## src/rtl/nand_cycle_pkg.sv

```systemverilog
package nand_cycle_pkg;

    localparam int NCG_TIME_W = 3;
    localparam int NCG_DATA_W = 16;
    localparam int NCG_BYTE_W = 8;

    typedef enum logic [1:0] {
        OP_CMD  = 2'd0,
        OP_ADDR = 2'd1,
        OP_WR   = 2'd2,
        OP_RD   = 2'd3
    } op_kind_e;

    typedef enum logic [1:0] {
        PH_IDLE   = 2'd0,
        PH_SETUP  = 2'd1,
        PH_ACTIVE = 2'd2,
        PH_HOLD   = 2'd3
    } phase_e;

    function automatic logic drives_bus(op_kind_e k);
        return k != OP_RD;
    endfunction

    function automatic logic full_width(op_kind_e k, logic wide);
        return wide && (k == OP_WR || k == OP_RD);
    endfunction

endpackage

```

## src/rtl/nand_phase_seq.sv

```systemverilog
module nand_phase_seq
    import nand_cycle_pkg::*;
#(
    parameter int TIME_W = NCG_TIME_W
) (
    input  logic              clk,
    input  logic              rst,
    input  logic              start,
    input  logic [TIME_W-1:0] setup_cyc,
    input  logic [TIME_W-1:0] active_cyc,
    input  logic [TIME_W-1:0] hold_cyc,
    output phase_e            phase,
    output logic              last_active
);

    logic [TIME_W-1:0] cnt_q;
    logic [TIME_W-1:0] active_q;
    logic [TIME_W-1:0] hold_q;

    assign last_active = (phase == PH_ACTIVE) && (cnt_q == '0);

    always_ff @(posedge clk) begin
        if (rst) begin
            phase    <= PH_IDLE;
            cnt_q    <= '0;
            active_q <= '0;
            hold_q   <= '0;
        end else begin
            unique case (phase)
                PH_IDLE: if (start) begin
                    active_q <= active_cyc;
                    hold_q   <= hold_cyc;
                    if (setup_cyc != '0) begin
                        phase <= PH_SETUP;
                        cnt_q <= setup_cyc - 1'b1;
                    end else begin
                        phase <= PH_ACTIVE;
                        cnt_q <= active_cyc;
                    end
                end
                PH_SETUP: if (cnt_q == '0) begin
                    phase <= PH_ACTIVE;
                    cnt_q <= active_q;
                end else begin
                    cnt_q <= cnt_q - 1'b1;
                end
                PH_ACTIVE: if (cnt_q == '0) begin
                    phase <= PH_HOLD;
                    cnt_q <= hold_q;
                end else begin
                    cnt_q <= cnt_q - 1'b1;
                end
                PH_HOLD: if (cnt_q == '0) begin
                    phase <= PH_IDLE;
                end else begin
                    cnt_q <= cnt_q - 1'b1;
                end
                default: phase <= PH_IDLE;
            endcase
        end
    end

endmodule

```

## src/rtl/nand_rb_detect.sv

```systemverilog
module nand_rb_detect #(
    parameter int SYNC_STAGES = 2
) (
    input  logic clk,
    input  logic rst,
    input  logic rb_pin,
    input  logic sel_fall,
    input  logic flag_clr,
    input  logic irq_en,
    output logic flag,
    output logic irq
);

    logic [SYNC_STAGES-1:0] sync_q;
    logic                   prev_q;
    logic                   edge_hit;

    generate
        for (genvar g = 0; g < SYNC_STAGES; g++) begin : g_sync
            always_ff @(posedge clk) begin
                if (rst) sync_q[g] <= 1'b1;
                else if (g == 0) sync_q[g] <= rb_pin;
                else sync_q[g] <= sync_q[(g == 0) ? 0 : g-1];
            end
        end
    endgenerate

    assign edge_hit = sel_fall ? (prev_q && !sync_q[SYNC_STAGES-1])
                               : (!prev_q && sync_q[SYNC_STAGES-1]);

    always_ff @(posedge clk) begin
        if (rst) begin
            prev_q <= 1'b1;
            flag   <= 1'b0;
        end else begin
            prev_q <= sync_q[SYNC_STAGES-1];
            if (edge_hit) flag <= 1'b1;
            else if (flag_clr) flag <= 1'b0;
        end
    end

    assign irq = flag && irq_en;

endmodule

```

## src/rtl/nand_cycle_gen.sv

```systemverilog
module nand_cycle_gen
    import nand_cycle_pkg::*;
#(
    parameter int TIME_W = NCG_TIME_W,
    parameter int DATA_W = NCG_DATA_W
) (
    input  logic              clk,
    input  logic              rst,
    input  logic              ctl_enable,
    input  logic              ctl_ce_high,
    input  logic              ctl_rb_irq_en,
    input  logic [TIME_W-1:0] cfg_setup,
    input  logic [TIME_W-1:0] cfg_active,
    input  logic [TIME_W-1:0] cfg_hold,
    input  logic              cfg_wide,
    input  logic              cfg_rb_fall,
    input  logic              rb_flag_clr,
    input  logic              req_valid,
    output logic              req_ready,
    input  logic [1:0]        req_kind,
    input  logic [DATA_W-1:0] req_data,
    output logic              busy,
    output logic              rd_valid,
    output logic [DATA_W-1:0] rd_data,
    output logic              nand_cle,
    output logic              nand_ale,
    output logic              nand_we_n,
    output logic              nand_re_n,
    output logic              nand_ce_n,
    output logic [DATA_W-1:0] nand_dq_out,
    output logic              nand_dq_oe,
    input  logic [DATA_W-1:0] nand_dq_in,
    input  logic              nand_rb,
    output logic              rb_flag,
    output logic              rb_irq
);

    localparam int UPPER_W = DATA_W - NCG_BYTE_W;

    phase_e            phase;
    logic              last_active;
    logic              accept;
    op_kind_e          kind_q;
    logic              wide_q;
    logic [DATA_W-1:0] data_q;
    logic [DATA_W-1:0] req_mask;
    logic [DATA_W-1:0] cap_mask;
    logic              strobe;

    assign busy      = (phase != PH_IDLE);
    assign req_ready = ctl_enable && !busy;
    assign accept    = req_valid && req_ready;
    assign req_mask  = {{UPPER_W{full_width(op_kind_e'(req_kind), cfg_wide)}},
                        {NCG_BYTE_W{1'b1}}};
    assign cap_mask  = {{UPPER_W{wide_q}}, {NCG_BYTE_W{1'b1}}};

    nand_phase_seq #(.TIME_W(TIME_W)) u_seq (
        .clk        (clk),
        .rst        (rst),
        .start      (accept),
        .setup_cyc  (cfg_setup),
        .active_cyc (cfg_active),
        .hold_cyc   (cfg_hold),
        .phase      (phase),
        .last_active(last_active)
    );

    always_ff @(posedge clk) begin
        if (rst) begin
            kind_q   <= OP_CMD;
            wide_q   <= 1'b0;
            data_q   <= '0;
            rd_data  <= '0;
            rd_valid <= 1'b0;
        end else begin
            if (accept) begin
                kind_q <= op_kind_e'(req_kind);
                wide_q <= cfg_wide;
                data_q <= req_data & req_mask;
            end
            rd_valid <= last_active && (kind_q == OP_RD);
            if (last_active && kind_q == OP_RD)
                rd_data <= nand_dq_in & cap_mask;
        end
    end

    assign strobe      = (phase == PH_ACTIVE);
    assign nand_cle    = busy && (kind_q == OP_CMD);
    assign nand_ale    = busy && (kind_q == OP_ADDR);
    assign nand_we_n   = !(strobe && drives_bus(kind_q));
    assign nand_re_n   = !(strobe && !drives_bus(kind_q));
    assign nand_dq_oe  = busy && drives_bus(kind_q);
    assign nand_dq_out = nand_dq_oe ? data_q : '0;
    assign nand_ce_n   = ctl_ce_high;

    nand_rb_detect #(.SYNC_STAGES(2)) u_rb (
        .clk     (clk),
        .rst     (rst),
        .rb_pin  (nand_rb),
        .sel_fall(cfg_rb_fall),
        .flag_clr(rb_flag_clr),
        .irq_en  (ctl_rb_irq_en),
        .flag    (rb_flag),
        .irq     (rb_irq)
    );

endmodule

```

## config.mk

```make
export PLATFORM = sky130hd
export DESIGN_NAME = nand_cycle_gen
export DESIGN_NICKNAME = d
export VERILOG_FILES = /design/src/rtl/nand_cycle_pkg.sv /design/src/rtl/nand_phase_seq.sv /design/src/rtl/nand_rb_detect.sv /design/src/rtl/nand_cycle_gen.sv
export SDC_FILE = /design/constraint.sdc
export NUM_CORES = 1
export LEC_CHECK = 0
export BUFFER_PORTS_ARGS = -buffer_cell sky130_fd_sc_hd__buf_2
export CAP_MARGIN = 30
export CORE_MARGIN = 4
export CORE_UTILIZATION = 47
export CTS_CLUSTER_SIZE = 24
export DETAILED_ROUTE_END_ITERATION = 6
export PLACE_DENSITY_LB_ADDON = 0.05
export SYNTH_ARGS = -nofsm -noshare
export SYNTH_HDL_FRONTEND = slang
export SYNTH_SLANG_ARGS = --single-unit
```

## constraint.sdc

```tcl
create_clock -name clk -period 1.94 [get_ports clk]
set_input_delay 0 -clock clk [delete_from_list [all_inputs] [get_ports clk]]
set_output_delay 0 -clock clk [all_outputs]
set_load 0.02 [all_outputs]
```

# Word level (Yosys, flattened, before mapping)
# Cells that the tools add are included.
[totals]
in_bits = 53
word_cells = 75
output_inout_bits = 43
register_bits = 51
[op_classes]
n_reduce_logical = 29
addsub = 2
n_eq_ne = 13
mux = 16
bitwise_logic = 2
[op_table]
columns = ["operator", "n"]
rows = [
  ["AND 16 bit", 2],
  ["two-way mux 16 bit", 1],
  ["two-way mux 3 bit", 5],
  ["logical AND 1 bit", 13],
  ["one-hot mux 3 bit (4 select lines)", 1],
  ["== test 2 bit (second input constant)", 5],
  ["two-way mux 2 bit", 5],
  ["one-hot mux 2 bit (4 select lines)", 1],
  ["logical NOT 1 bit", 6],
  ["!= test 2 x 1 -> 1 bit (second input constant)", 3],
  ["!= test 2 bit (second input constant)", 3],
  ["subtractor 3 x 1 -> 3 bit (second input constant)", 2],
  ["== test 2 x 1 -> 1 bit (second input constant)", 2],
  ["logical NOT 2 bit", 2],
  ["AND reduction 2 bit", 2],
  ["AND reduction 4 bit", 1],
  ["nonzero test 2 bit", 2],
  ["logical NOT 3 bit", 1],
  ["two-way mux 1 bit", 3],
  ["nonzero test 3 bit", 1],
  ["logical OR 1 bit", 1],
]

# Longest topological paths before layout
[logic_depth]
depth_word = 6
ltp_mapped = 9
depth_no_buf = 6

# Cells and area by module
# A second synthesis with hierarchy kept.
[hier_totals]
hier_cells = 295
hier_area_um2 = 2767.7
[by_module_without_submodules]
columns = ["mod", "area_each_um2", "seq_area_each_um2", "cells_each", "n_inst"]
rows = [
  ["nand_cycle_gen", 1858.0, 720.7, 187, 1],
  ["nand_phase_seq", 775.7, 220.2, 96, 1],
  ["nand_rb_detect", 133.9, 80.1, 12, 1],
]

# Worst setup path after synthesis
# OpenSTA, ideal clock, no wires.
[synth_path]
path_type = "reg-to-reg"
start = "register u_seq.phase[0]"
end = "register rd_data[7]"
setup_ps = 132
setup_slack_ps = 375
period_less_slack_ps = 1565
n_path_buf = 3
required_ps = 1808
path_stages_with_launch = 10
arrival_ps = 1432
cell_sequence = "dfxtp_1 inv_1 ha_1 buf_4 nand3_2 nand2b_1 buf_4 buf_6 nand2_1 a21oi_1"
[synth_between]
elab_chain_cells = 3
[synth_rtl]
columns = ["element", "line", "source"]
rows = [
  ["start: declaration", "nand_phase_seq.sv:12", "output phase_e phase,"],
  ["start signal: assignment", "nand_phase_seq.sv:24", "phase <= PH_IDLE;"],
  ["start signal: assignment", "nand_phase_seq.sv:34", "phase <= PH_SETUP;"],
  ["start signal: assignment", "nand_phase_seq.sv:37", "phase <= PH_ACTIVE;"],
  ["== test 2 bit", "nand_phase_seq.sv:20", "assign last_active = (phase == PH_ACTIVE) && (cnt_q == '0);"],
  ["logical AND 1 bit", "nand_phase_seq.sv:20", ""],
  ["logical AND 1 bit", "nand_cycle_gen.sv:82", "if (last_active && kind_q == OP_RD)"],
  ["end signal: assignment", "nand_cycle_gen.sv:83", "rd_data <= nand_dq_in & cap_mask;"],
  ["end: declaration", "nand_cycle_gen.sv:24", "output logic [DATA_W-1:0] rd_data,"],
]
# No other way between the ends.
# A chain may end at the register's enable or synchronous reset.

# Worst setup path after layout
[layout_path]
start = "register u_seq.phase[0]"
end = "output port nand_dq_out[3]"
[layout_between]
elab_chain_cells = 3
[layout_rtl]
columns = ["element", "line", "source"]
rows = [
  ["nonzero test 2 bit", "nand_cycle_gen.sv:50", "assign busy = (phase != PH_IDLE);"],
  ["logical AND 1 bit", "nand_cycle_gen.sv:92", "assign nand_dq_oe = busy && drives_bus(kind_q);"],
  ["two-way mux 16 bit", "nand_cycle_gen.sv:93", "assign nand_dq_out = nand_dq_oe ? data_q : '0;"],
  ["end: declaration", "nand_cycle_gen.sv:30", "output logic [DATA_W-1:0] nand_dq_out,"],
]
# No other way between the ends.

==> impl_metrics.py <==
metrics = {
    "run_status": {
        "status": "complete, no violations",
    },
    "worst_hold_path": {
        "holdPathStages": 0,
        "min_delay_worst_endpoint": "nand_ce_n",
        "hold_class": "primary input to primary output",
        "min-delay-start": "ctl_ce_high",
    },
    "die": {
        "rows": 25,
        "fp.dieH_um": 78.6,
        "die_area_um2": 6180,
        "die_w_um": 78.6,
        "start_util": 0.490,
        "coreArea_um2": 4790,
        "ios": 96,
    },
    "global_route": {
        "antenna_found_initial": 0,
        "grt_max_degree": 28,
        "grt_pass1_wl_mm": 10.5,
        "grt_pass1_vias": 2383,
        "grtUsageTotal": 0.211,
        "grt_overflow": 0,
    },
    "route": {
        "drt_iter0_markers": 81,
        "avgRoutedWirePerCell_um": 12.8,
        "wl_mm": 6.22,
        "vias": 2346,
        "first_pass_iters": 4,
        "vias_per_cell": 4.83,
        "drc": 0,
        "antenna_left": 0,
    },
    "sta": {
        "relSlewSlack": 0.687,
        "finalSetupTns_ns": 0,
        "rsz0062_at_grt": "no",
        "final_period_minus_worst_setup_slack_ns": 1.73,
        "worst_pin_slew_ns": 0.470,
        "fin_skew_ns": 0.00595,
        "setup_viol": 0,
        "hold_viol": 0,
        "final.period_utilization": 0.892,
        "max_freq_mhz": 578,
        "slew_violations": 0,
    },
    "synthesis": {
        "synth_edf_count": 0,
        "syn_inst": 288,
        "synth_seq_area_share": 0.436,
        "synth_compound_area_frac": 0.160,
        "syn-num-nets": 350,
        "postSynth.asyncResetShare": 0,
        "synth-xor-area-share": 0,
        "synth_cell_types": 42,
        "yosys_most_used_dff": "dfxtp_1",
        "synth.area.mux_share": 0.0182,
        "synth_top_family_by_area": "simple AND/OR/NAND/NOR gates",
        "synth_warnings": 0,
        "synth-seq-cells": 51,
        "yosys.area_share.simple": 0.279,
        "synth.avg_cell_area_um2": 8.14,
        "synth_adder_area_share": 0.0481,
        "netlist_area_um2": 2340,
    },
    "finish": {
        "multi_input_area_um2": 1180,
        "nets": 480,
        "area.growth.synth_to_final_pct": 43.9,
        "ff_latch_area_um2": 1020,
        "fillers": 394,
        "layout-drive-gt1-share": 0.289,
        "antenna_cells": 0,
        "fin_area_um2": 3370,
    },
    "pwr": {
        "seqPwrFrac": 0.391,
        "p_int_w": 0.00195,
        "pwr-share-comb": 0.402,
        "pwr-share-clk": 0.207,
        "p_leak_nw": 1.47,
        "ir_drop_mv": 0.546,
        "p_sw_w": 0.00111,
        "power.density_nw_per_um2": 908,
        "netSwitchingFraction": 0.362,
    },
    "critical_path": {
        "cp.required_ns": 1.94,
        "timing.rr.start": "u_seq.phase[0]$_SDFFE_PP0P_",
        "start_kind": "flip-flop",
        "path_class": "flip-flop to primary output",
        "crit_path_end_kind": "primary output",
        "worst_r2r_path_depth": 6,
        "worstPathArrival_ns": 1.73,
        "max_stage_delay_ns": 0.38,
        "crit_fanout": 17,
        "r2r-end": "u_seq.phase[1]$_SDFFE_PP0P_",
        "cp_slowest_cell": "dfxtp_1",
        "cp_cell_sequence": "inv_1 > ha_1 > a21oi_1 > buf_4 > and2_1 > buf_2",
        "ff2ff_setup_slack_ns": 0.31,
    },
    "clocking": {
        "cts-resized-gates": 0,
        "htree_levels": 2,
        "clock_sinks": 51,
        "clkTransAtPathRegs_ns": 0.08,
        "clk_latency_ns": 0.30,
        "clockBufferDepth": 2,
        "cts_hold_buf": 44,
        "post_cts_buffers": 0,
        "cts_tree": "built",
        "cts_root_buf": "clkbuf_8",
        "cts_buffers": 5,
    },
    "place": {
        "place_hpwl_mm": 3.97,
        "portBuffers": 93,
        "gp_congestion": 0.789,
        "placed_area_um2": 2840,
    },
    "run": {
        "maxCapViolations": 0,
    },
}
[sequential cells by signal, summed over array words and instances (netlist names)]
register / count
data_q: 16
kind_q: 2
rd_data: 16
rd_valid: 1
u_rb.flag: 1
u_rb.prev_q: 1
u_rb.sync_q: 2
u_seq.active_q: 3
u_seq.cnt_q: 3
u_seq.hold_q: 3
u_seq.phase: 2
wide_q: 1
[final cells by class]
class,count,share of cell area
sequential,51,0.303
clock inverter,1,0.00260
multi-input combinational,210,0.351
tap,67,0.0249
clock buffer,7,0.0256
timing repair buffer,143,0.286
inverter,7,0.00779
[power by group through the flow]
stage                     registers, W  clock network, W  logic (W)
after floorplan                0.00120                 0   0.000866
after global placement         0.00122                 0    0.00117
after detailed placement       0.00122                 0    0.00117
after CTS                      0.00120          0.000661    0.00124
after global routing           0.00121          0.000700    0.00138
final                          0.00120          0.000633    0.00123
[worst max path at each step]
| stage | startpoint | endpoint | slack [ns] | cells after the start |
|---|---|---|---|---|
| floorplan | u_seq.phase[0]$_SDFFE_PP0P_ | rd_data[7]$_SDFFE_PP0P_ | 0.38 | 9 |
| global placement | u_seq.phase[0]$_SDFFE_PP0P_ | rd_data[8]$_SDFFE_PP0P_ | 0.38 | 6 |
| detailed placement | u_seq.phase[0]$_SDFFE_PP0P_ | u_seq.phase[1]$_SDFFE_PP0P_ | 0.32 | 6 |
| CTS | u_seq.phase[0]$_SDFFE_PP0P_ | nand_dq_out[3] | 0.21 | 6 |
| global route | u_seq.phase[0]$_SDFFE_PP0P_ | nand_dq_out[7] | 0.08 | 6 |
| finish | u_seq.phase[0]$_SDFFE_PP0P_ | nand_dq_out[3] | 0.21 | 6 |
[kinds of logic (layout without fill, tap and decap cells)]
group / count (synthesis) / count (layout)
AOI/OAI and AO/OA: 62 / 62
adders and majority gates: 9 / 9
buffers and inverters: 27 / 158
DFF: 51 / 51
muxes: 4 / 4
and+or+nand+nor: 135 / 135
[critical path: cells and delay by family (launching register included)]
family          cells  cell delay (ns)
compound gates      1             0.14
fa+ha+maj           1             0.27
buf+inv             3             0.48
flops               1             0.38
simple gates        1             0.16
[metal layers]
metal	up-vias	wire length, µm	track usage
met5	-	0	0
met4	0	64	0.0577
met3	6	287	0.0459
met2	55	3220	0.382
met1	1068	2640	0.249
li1	1217	-	-
[cells in the final DEF, fill, tap and decap left out, drive strengths merged, types with 9 or more instances in the layout]
cell and n:
dfxtp 51, nor2 9, and2 19, nand3 17
nand2 70, a21oi 47, ha 9, buf 99
dlygate4sd3 44
[through the flow]
step / worst slack [ns] / instances / hold WS, ns / util / power (W)
floorplan: 0.375 / 288 / 0.104 / - / 0.00207
finish: 0.209 / 486 / 0.00000673 / 0.705 / 0.00306
global route: 0.0770 / 486 / 0.0000660 / 0.705 / 0.00329
CTS: 0.210 / 486 / 0.000236 / 0.705 / 0.00310
global placement: 0.380 / 434 / 0.000236 / 0.593 / 0.00239
detailed placement: 0.317 / 434 / 0.000236 / 0.593 / 0.00239
[cell usage after synthesis, types with 2 or more instances]
cell type	n	area, µm²
a21oi_1	45	225
a21oi_2	2	17.5
a22oi_1	3	22.5
a311oi_1	3	26.3
and2_1	18	113
buf_2	6	30.0
buf_4	4	30.0
buf_6	2	22.5
clkbuf_1	8	30.0
dfxtp_1	51	1020
ha_1	9	113
inv_1	7	26.3
mux2i_1	2	20.0
nand2_1	70	263
nand2b_1	3	18.8
nand3_1	16	80.1
nor2_1	8	30.0
nor3_1	3	15.0
nor3b_1	2	15.0
or2_2	3	18.8
or3_1	2	12.5
(Power assumes the default switching activity.)
